<file path="src/rtl/awd_pkg.sv">
package awd_pkg;
   localparam int ATTR_W    = 8;
   localparam int ATTR_LSB  = 8;
   localparam int PERM_W    = 2;
   localparam int PERM_BASE = 16;

   typedef logic [PERM_W-1:0] perm_t;
   typedef logic [ATTR_W-1:0] attr_t;

   // permission bit 1 = write allowed, bit 0 = read allowed
   function automatic logic perm_allows(perm_t p, logic is_write);
      return is_write ? p[1] : p[0];
   endfunction
endpackage

</file>
<file path="src/rtl/awd_regs.sv">
module awd_regs
   import awd_pkg::*;
#(
   parameter int NUM_WIN   = 8,
   parameter int DATA_W    = 32,
   parameter int GRAN_BITS = 16,
   parameter int IDX_W     = 5,
   localparam int HI_W     = DATA_W - GRAN_BITS
) (
   input  logic                          clk,
   input  logic                          rst_n,
   input  logic                          wr_en,
   input  logic [IDX_W-1:0]              wr_idx,
   input  logic [DATA_W-1:0]             wr_data,
   output logic [NUM_WIN-1:0]            win_en,
   output perm_t [NUM_WIN-1:0]           win_perm,
   output logic [NUM_WIN-1:0][HI_W-1:0]  win_base,
   output logic [NUM_WIN-1:0][HI_W-1:0]  win_mask,
   output attr_t [NUM_WIN-1:0]           win_attr,
   output logic [DATA_W-1:0]             ovr
);
   always_ff @(posedge clk or negedge rst_n) begin
      if (!rst_n) begin
         win_en   <= '0;
         win_perm <= '0;
         ovr      <= '0;
      end else if (wr_en) begin
         if (wr_idx == IDX_W'(0)) begin
            win_en   <= wr_data[NUM_WIN-1:0];
            win_perm <= wr_data[PERM_BASE +: PERM_W*NUM_WIN];
         end
         if (wr_idx == IDX_W'(1)) ovr <= wr_data;
      end
   end

   for (genvar i = 0; i < NUM_WIN; i++) begin : g_win
      always_ff @(posedge clk or negedge rst_n) begin
         if (!rst_n) begin
            win_base[i] <= '0;
            win_attr[i] <= '0;
            win_mask[i] <= '0;
         end else if (wr_en) begin
            if (wr_idx == IDX_W'(2 + 2*i)) begin
               win_base[i] <= wr_data[DATA_W-1:GRAN_BITS];
               win_attr[i] <= wr_data[ATTR_LSB +: ATTR_W];
            end
            if (wr_idx == IDX_W'(3 + 2*i)) win_mask[i] <= wr_data[DATA_W-1:GRAN_BITS];
         end
      end
   end


   ovr_clear_chk: assert property (@(posedge clk) disable iff (!rst_n)
      (wr_en && wr_idx == IDX_W'(1) && wr_data == '0) |=> (ovr == '0));
endmodule

</file>
<file path="src/rtl/awd_match.sv">
module awd_match #(
   parameter int HI_W = 16
) (
   input  logic            en,
   input  logic [HI_W-1:0] addr_hi,
   input  logic [HI_W-1:0] base_hi,
   input  logic [HI_W-1:0] mask,
   output logic            hit
);
   always_comb hit = en && ((addr_hi & ~mask) == (base_hi & ~mask));
endmodule

</file>
<file path="src/rtl/awd_prio.sv">
module awd_prio #(
   parameter int N     = 8,
   parameter int IDX_W = 3
) (
   input  logic              clk,
   input  logic              rst_n,
   input  logic [N-1:0]      hits,
   output logic              any,
   output logic [IDX_W-1:0]  idx
);
   logic [N-1:0] grant;

   always_comb begin
      grant = '0;
      idx   = '0;
      for (int i = N-1; i >= 0; i--) begin
         if (hits[i]) begin
            grant = '0;
            grant[i] = 1'b1;
            idx = IDX_W'(i);
         end
      end
      any = |hits;
   end


   grant_onehot_chk: assert property (@(posedge clk) disable iff (!rst_n)
      $onehot0(grant) && ((grant & ~hits) == '0));

   lowest_wins_chk: assert property (@(posedge clk) disable iff (!rst_n)
      any |-> ((hits & ((N'(1) << idx) - N'(1))) == '0));
endmodule

</file>
<file path="src/rtl/awd_decoder.sv">
module awd_decoder
   import awd_pkg::*;
#(
   parameter int NUM_WIN   = 8,
   parameter int ADDR_W    = 32,
   parameter int GRAN_BITS = 16,
   localparam int HI_W     = ADDR_W - GRAN_BITS,
   localparam int IDX_W    = $clog2(2 + 2*NUM_WIN),
   localparam int WIN_W    = (NUM_WIN > 1) ? $clog2(NUM_WIN) : 1
) (
   input  logic              clk,
   input  logic              rst_n,
   input  logic              wr_en,
   input  logic [IDX_W-1:0]  wr_idx,
   input  logic [ADDR_W-1:0] wr_data,
   input  logic              req_valid,
   input  logic [ADDR_W-1:0] req_addr,
   input  logic              req_write,
   output logic              sel_valid,
   output logic [WIN_W-1:0]  sel_idx,
   output attr_t             sel_attr,
   output perm_t             sel_perm,
   output logic              err
);
   if (NUM_WIN < 1 || NUM_WIN > PERM_BASE) begin : g_bad_win
      $error("NUM_WIN out of range");
   end
   if (PERM_BASE + PERM_W*NUM_WIN > ADDR_W) begin : g_bad_ctrl
      $error("control word too narrow for permissions");
   end
   if (GRAN_BITS < ATTR_LSB + ATTR_W || GRAN_BITS >= ADDR_W) begin : g_bad_gran
      $error("GRAN_BITS must leave room for the attribute byte");
   end

   logic [NUM_WIN-1:0]           win_en, hits;
   perm_t [NUM_WIN-1:0]          win_perm;
   logic [NUM_WIN-1:0][HI_W-1:0] win_base, win_mask;
   attr_t [NUM_WIN-1:0]          win_attr;
   logic [ADDR_W-1:0]            ovr;
   logic [HI_W-1:0]              look_hi;
   logic                         any;
   logic [WIN_W-1:0]             widx;
   logic                         unused_lo;

   assign unused_lo = ^req_addr[GRAN_BITS-1:0];

   awd_regs #(.NUM_WIN(NUM_WIN), .DATA_W(ADDR_W), .GRAN_BITS(GRAN_BITS), .IDX_W(IDX_W)) u_regs (
      .clk(clk), .rst_n(rst_n), .wr_en(wr_en), .wr_idx(wr_idx), .wr_data(wr_data),
      .win_en(win_en), .win_perm(win_perm), .win_base(win_base), .win_mask(win_mask),
      .win_attr(win_attr), .ovr(ovr));

   assign look_hi = (ovr != '0) ? ovr[ADDR_W-1:GRAN_BITS] : req_addr[ADDR_W-1:GRAN_BITS];

   for (genvar i = 0; i < NUM_WIN; i++) begin : g_cmp
      awd_match #(.HI_W(HI_W)) u_match (
         .en(win_en[i]), .addr_hi(look_hi), .base_hi(win_base[i]),
         .mask(win_mask[i]), .hit(hits[i]));
   end

   awd_prio #(.N(NUM_WIN), .IDX_W(WIN_W)) u_prio (
      .clk(clk), .rst_n(rst_n), .hits(hits), .any(any), .idx(widx));

   logic ok;
   always_comb ok = any && perm_allows(win_perm[widx], req_write);

   always_ff @(posedge clk or negedge rst_n) begin
      if (!rst_n) begin
         sel_valid <= 1'b0;
         sel_idx   <= '0;
         sel_attr  <= '0;
         sel_perm  <= '0;
         err       <= 1'b0;
      end else begin
         sel_valid <= req_valid && ok;
         err       <= req_valid && !ok;
         sel_idx   <= (req_valid && ok) ? widx : '0;
         sel_attr  <= (req_valid && ok) ? win_attr[widx] : '0;
         sel_perm  <= (req_valid && ok) ? win_perm[widx] : '0;
      end
   end


   sel_err_excl_chk: assert property (@(posedge clk) disable iff (!rst_n)
      !(sel_valid && err));

   idle_quiet_chk: assert property (@(posedge clk) disable iff (!rst_n)
      !req_valid |=> (!sel_valid && !err));

   req_answered_chk: assert property (@(posedge clk) disable iff (!rst_n)
      req_valid |=> (sel_valid || err));

   write_perm_chk: assert property (@(posedge clk) disable iff (!rst_n)
      (sel_valid && $past(req_write)) |-> sel_perm[1]);
endmodule

</file>
<file path="config.mk">
export PLATFORM = sky130hd
export DESIGN_NAME = awd_decoder
export DESIGN_NICKNAME = d
export VERILOG_FILES = /design/src/rtl/awd_pkg.sv /design/src/rtl/awd_regs.sv /design/src/rtl/awd_match.sv /design/src/rtl/awd_prio.sv /design/src/rtl/awd_decoder.sv
export SDC_FILE = /design/constraint.sdc
export NUM_CORES = 1
export LEC_CHECK = 0
export CELL_PAD_IN_SITES_DETAIL_PLACEMENT = 0
export CELL_PAD_IN_SITES_GLOBAL_PLACEMENT = 1
export CORE_MARGIN = 2
export CORE_UTILIZATION = 45
export DETAILED_ROUTE_END_ITERATION = 6
export PLACE_DENSITY = 0.8
export SYNTH_ARGS = -nofsm -noshare
export SYNTH_HDL_FRONTEND = slang
export SYNTH_SLANG_ARGS = --single-unit
</file>
<file path="constraint.sdc">
create_clock -name clk -period 4 [get_ports clk]
set_input_delay 0.6 -clock clk [delete_from_list [all_inputs] [get_ports clk]]
set_output_delay 0.6 -clock clk [all_outputs]
set_load 0.1 [all_outputs]
</file>
==> summary.txt <==
Detailed routing
  – Routed WL per cell: 26.5 µm
  – Final wirelength: 65500 µm
  – DR vias: 15100
  – First drt pass iteration count: 5
  – Residual DRC count: 0
  – Iter 0 DRT Violations: 1373
  – Via-per-instance ratio: 6.10
  – Final ANT Viol Nets: 0

Outcome
  – Run status: finished, final reports clean

Critical path
  – Critical path peak fanout: 7
  – CP endpoint kind: flip-flop
  – Reg2Reg Depth: 18
  – CP max stage delay: 0.42 ns
  – Flop-to-flop setup slack: 0.09 ns
  – Worst R2R End: sel_attr[2]
  – Crit. Startpoint: u_regs.ovr[4]
  – Worst Path Required: 4.43 ns
  – Reg2Reg Launch Point: u_regs.ovr[4]
  – Critical Path Sink: sel_attr[2]
  – Critical-path top delay cell: dfrtp_1
  – Critical Setup Path Class: flip-flop to flip-flop
  – Worst setup SP type: flip-flop
  – Critical Path AT: 4.34 ns
  – Critical path's most frequent cell: buf_4
  – Worst-path cell chain: nor4_4, buf_4, and4_4, a31oi_2, buf_4, mux2_2, a211oi_2, buf_4, a22oi_2, o31a_1, nor2_8, buf_6, mux2i_1, mux2i_2, a22oi_2, buf_6, clkbuf_16, a211oi_2

Final layout
  – Core Util, Final: 54.2%
  – Design Area, Final: 0.0239 mm²
  – Nets@finish: 1919
  – Reg area: 0.00978 mm²
  – Fillers: 3760
  – Multi-input logic area: 0.00973 mm²
  – Share of layout cells above drive strength 1: 33.8%
  – P&R area growth vs syn: 19.4%

CTS
  – Root Buffer: clkbuf_16
  – Clock buffer depth: 3
  – Skew-Pair Late Insertion Delay: 0.57 ns
  – CTS Hold Bufs: 0
  – Clock Sinks: 391
  – CTS tree: yes
  – TritonCTS buffer count: 43
  – Clock-pin transition on the worst setup and hold timing paths: 0.06 ns
  – Number of H-tree levels: 2

Logic synthesis
  – Async SR Flop Fraction: 100%
  – Netlist Area Pre-Place: 0.0200 mm²
  – Sequential-to-total area share from yosys stat: 49.0%
  – #FFs+latches synth: 391
  – Yosys top cell area share: 49.0%
  – Synth cell types: 65
  – Mean post-synth cell area: 11.8 µm²
  – Ys flop type: dfrtp_1
  – Syn Inst Count: 1687
  – Ys Warns: 0
  – Area contributors post-synth: dfrtp_1, mux2_2, mux2i_1
  – EDFF count, synth: 0
  – Syn Nets: 1761
  – Largest area contributor in the netlist: dfrtp_1

Power
  – LEAKAGE: 10.2 nW
  – Maximum VDD drop: 0.299 mV
  – PD cells: 522 mW/mm²

Floorplanning
  – Die width: 215 µm
  – Initial Util: 45.4%
  – Area of the core: 0.0440 mm²
  – Die area: 0.0461 mm²
  – Die height: 215 µm
  – Io pins: 89
  – Placement Rows: 77

Timing
  – Final period util: 97.8%
  – Slew margin rel.: 12.4%
  – Clock Skew: 0.0146 ns
  – Max Transition Viols Final: 0
  – # setup viols final: 0
  – Fin crit period: 3.91 ns
  – Fmax achieved: 0.256 GHz
  – Final Hold Vio Count: 0
  – Slew @ Worst Pin: 1.31 ns
  – Final WS setup: 0.0887 ns

Global routing
  – Vias in the first global route: 15200
  – Initial antenna violation count: 1
  – Largest net degree at the start of global routing: 86
  – Total Routing Usage GR: 28.5%
  – First-pass GRT wire length: 98700 µm
  – Grt total ovfl: 0

Placement
  – Dpl cell area: 0.0223 mm²
  – I/O Buffers: 72
  – Post-DP HPWL: 43700 µm
  – Gpl congestion: 0.937
  – Pre-CTS WS: -0.592 ns

Worst hold path
  – Worst hold path type: primary input to async pin

Job
  – Max Cap Violations: 0
-- report_power, final --
| group | internal [mW] | switching, mW |
|---|---|---|
| clock | 2.26 | 1.63 |
| sequential | 4.71 | 0.720 |
| combinational | 1.56 | 1.58 |
-- per-stage QoR --
stage,TNS [ns],hold slack [ns],instances,power [mW]
after global routing,-0.363,0.0781,2469,13.0
after global placement,-7.15,0.486,2383,8.39
after floorplan,0,0.304,1687,7.33
after CTS,0,0.0605,2465,12.4
after detailed placement,-8.21,0.493,2383,8.49
final,0,0.0290,2470,12.4
-- cell usage after synthesis, types with 22 or more instances --
cell type,instances
o22ai_1,51
inv_1,24
nor4b_1,27
nand2_1,31
clkbuf_1,63
nand4_1,22
xnor2_1,72
nor3b_1,26
mux2_2,370
dfrtp_1,391
mux2i_1,116
nor2_1,181
a21oi_1,24
a22oi_1,64
-- worst max-delay path, delay by kind of cell (launching register included) --
family          cells  cell delay, ns
compound gates      6            1.02
buf+inv             6            0.96
flops               1            0.42
mux                 3            0.61
simple gates        3            0.74
-- routing by layer --
layer	vias up	wire, µm	share of wire, %	global-route usage (%)
li1	6512	-	-	-
met1	7728	28300	43	39.5
met2	652	29000	44	43.9
met3	185	5340	8.1	5.87
met4	0	2880	4.4	11.7
met5	-	0	0	0
-- how the worst min path moves through the flow --
stage,startpoint,endpoint,slack (ns),depth (start not counted)
5_1_grt,rst_n,u_regs.win_mask[23],0.08,1
3_5_place_dp,u_regs.win_attr[6],u_regs.win_attr[6],0.49,1
2_1_floorplan,rst_n,err,0.30,0
4_1_cts,rst_n,u_regs.win_base[80],0.06,1
3_3_place_gp,u_regs.win_perm[2],u_regs.win_perm[2],0.49,1
6_report,rst_n,u_regs.win_base[80],0.03,1
-- sequential cells by signal, indices dropped and copies added (netlist names) --
register         cells
err                  1
u_regs.win_mask    128
u_regs.win_perm     16
u_regs.win_attr     64
u_regs.ovr          32
sel_idx              3
sel_attr             8
sel_valid            1
sel_perm             2
u_regs.win_base    128
u_regs.win_en        8
-- logic make-up (layout without fill, tap and decap cells) --
logic type      count (synthesis)  in the layout  share of synthesized area, %
mux                           487            487                          26.7
flops                         391            391                          49.0
simple gates                  369            369                          9.70
compound gates                230            230                          8.30
buf+inv                       136            326                          3.09
xor+xnor                       74             74                          3.24
other cells                     0              1                             0
-- cells in the final DEF (no fill, tap or decap), types with 5 or more instances in the layout --
cell,Yosys,routed
a211oi_2,8,10
o211ai_1,5,5
a22oi_1,64,63
o22ai_1,51,51
xnor2_1,72,72
nor4_1,17,13
nor3b_1,26,26
clkbuf_1,63,12
nor4_2,5,7
nand3_1,15,14
nor2b_1,7,6
a221oi_1,7,6
a31oi_1,12,11
o21ai_0,10,10
mux2i_1,116,111
clkdlybuf4s50_1,0,71
inv_1,24,24
dfrtp_1,391,391
a21oi_1,24,24
nor2_1,181,181
nor3_1,13,12
nand2b_1,6,6
clkinv_2,0,8
nand4_1,22,22
buf_12,1,18
nor4b_1,27,27
a22o_1,5,5
clkbuf_8,0,9
mux2i_2,0,5
mux2_2,370,371
o21ai_1,5,5
nand2_1,31,31
buf_4,8,129
clkbuf_16,0,45
-- area by class of cell --
type	instances	area share, %
Multi-Input combinational cell	1160	40.8
Timing Repair Buffer	225	8.97
Tap cell	592	3.10
Inverter	24	0.378
Clock buffer	65	5.32
Antenna cell	1	0.0105
Sequential cell	391	41.0
Clock inverter	12	0.430
-- timing repair --
item	4_1_cts	5_1_grt
pin swaps	1	10
gates cloned	1	1
setup endpoints to repair	11	15
gates resized for setup	6	26
setup buffers	4	5
Note: power is estimated with default switching activity, not from simulation.
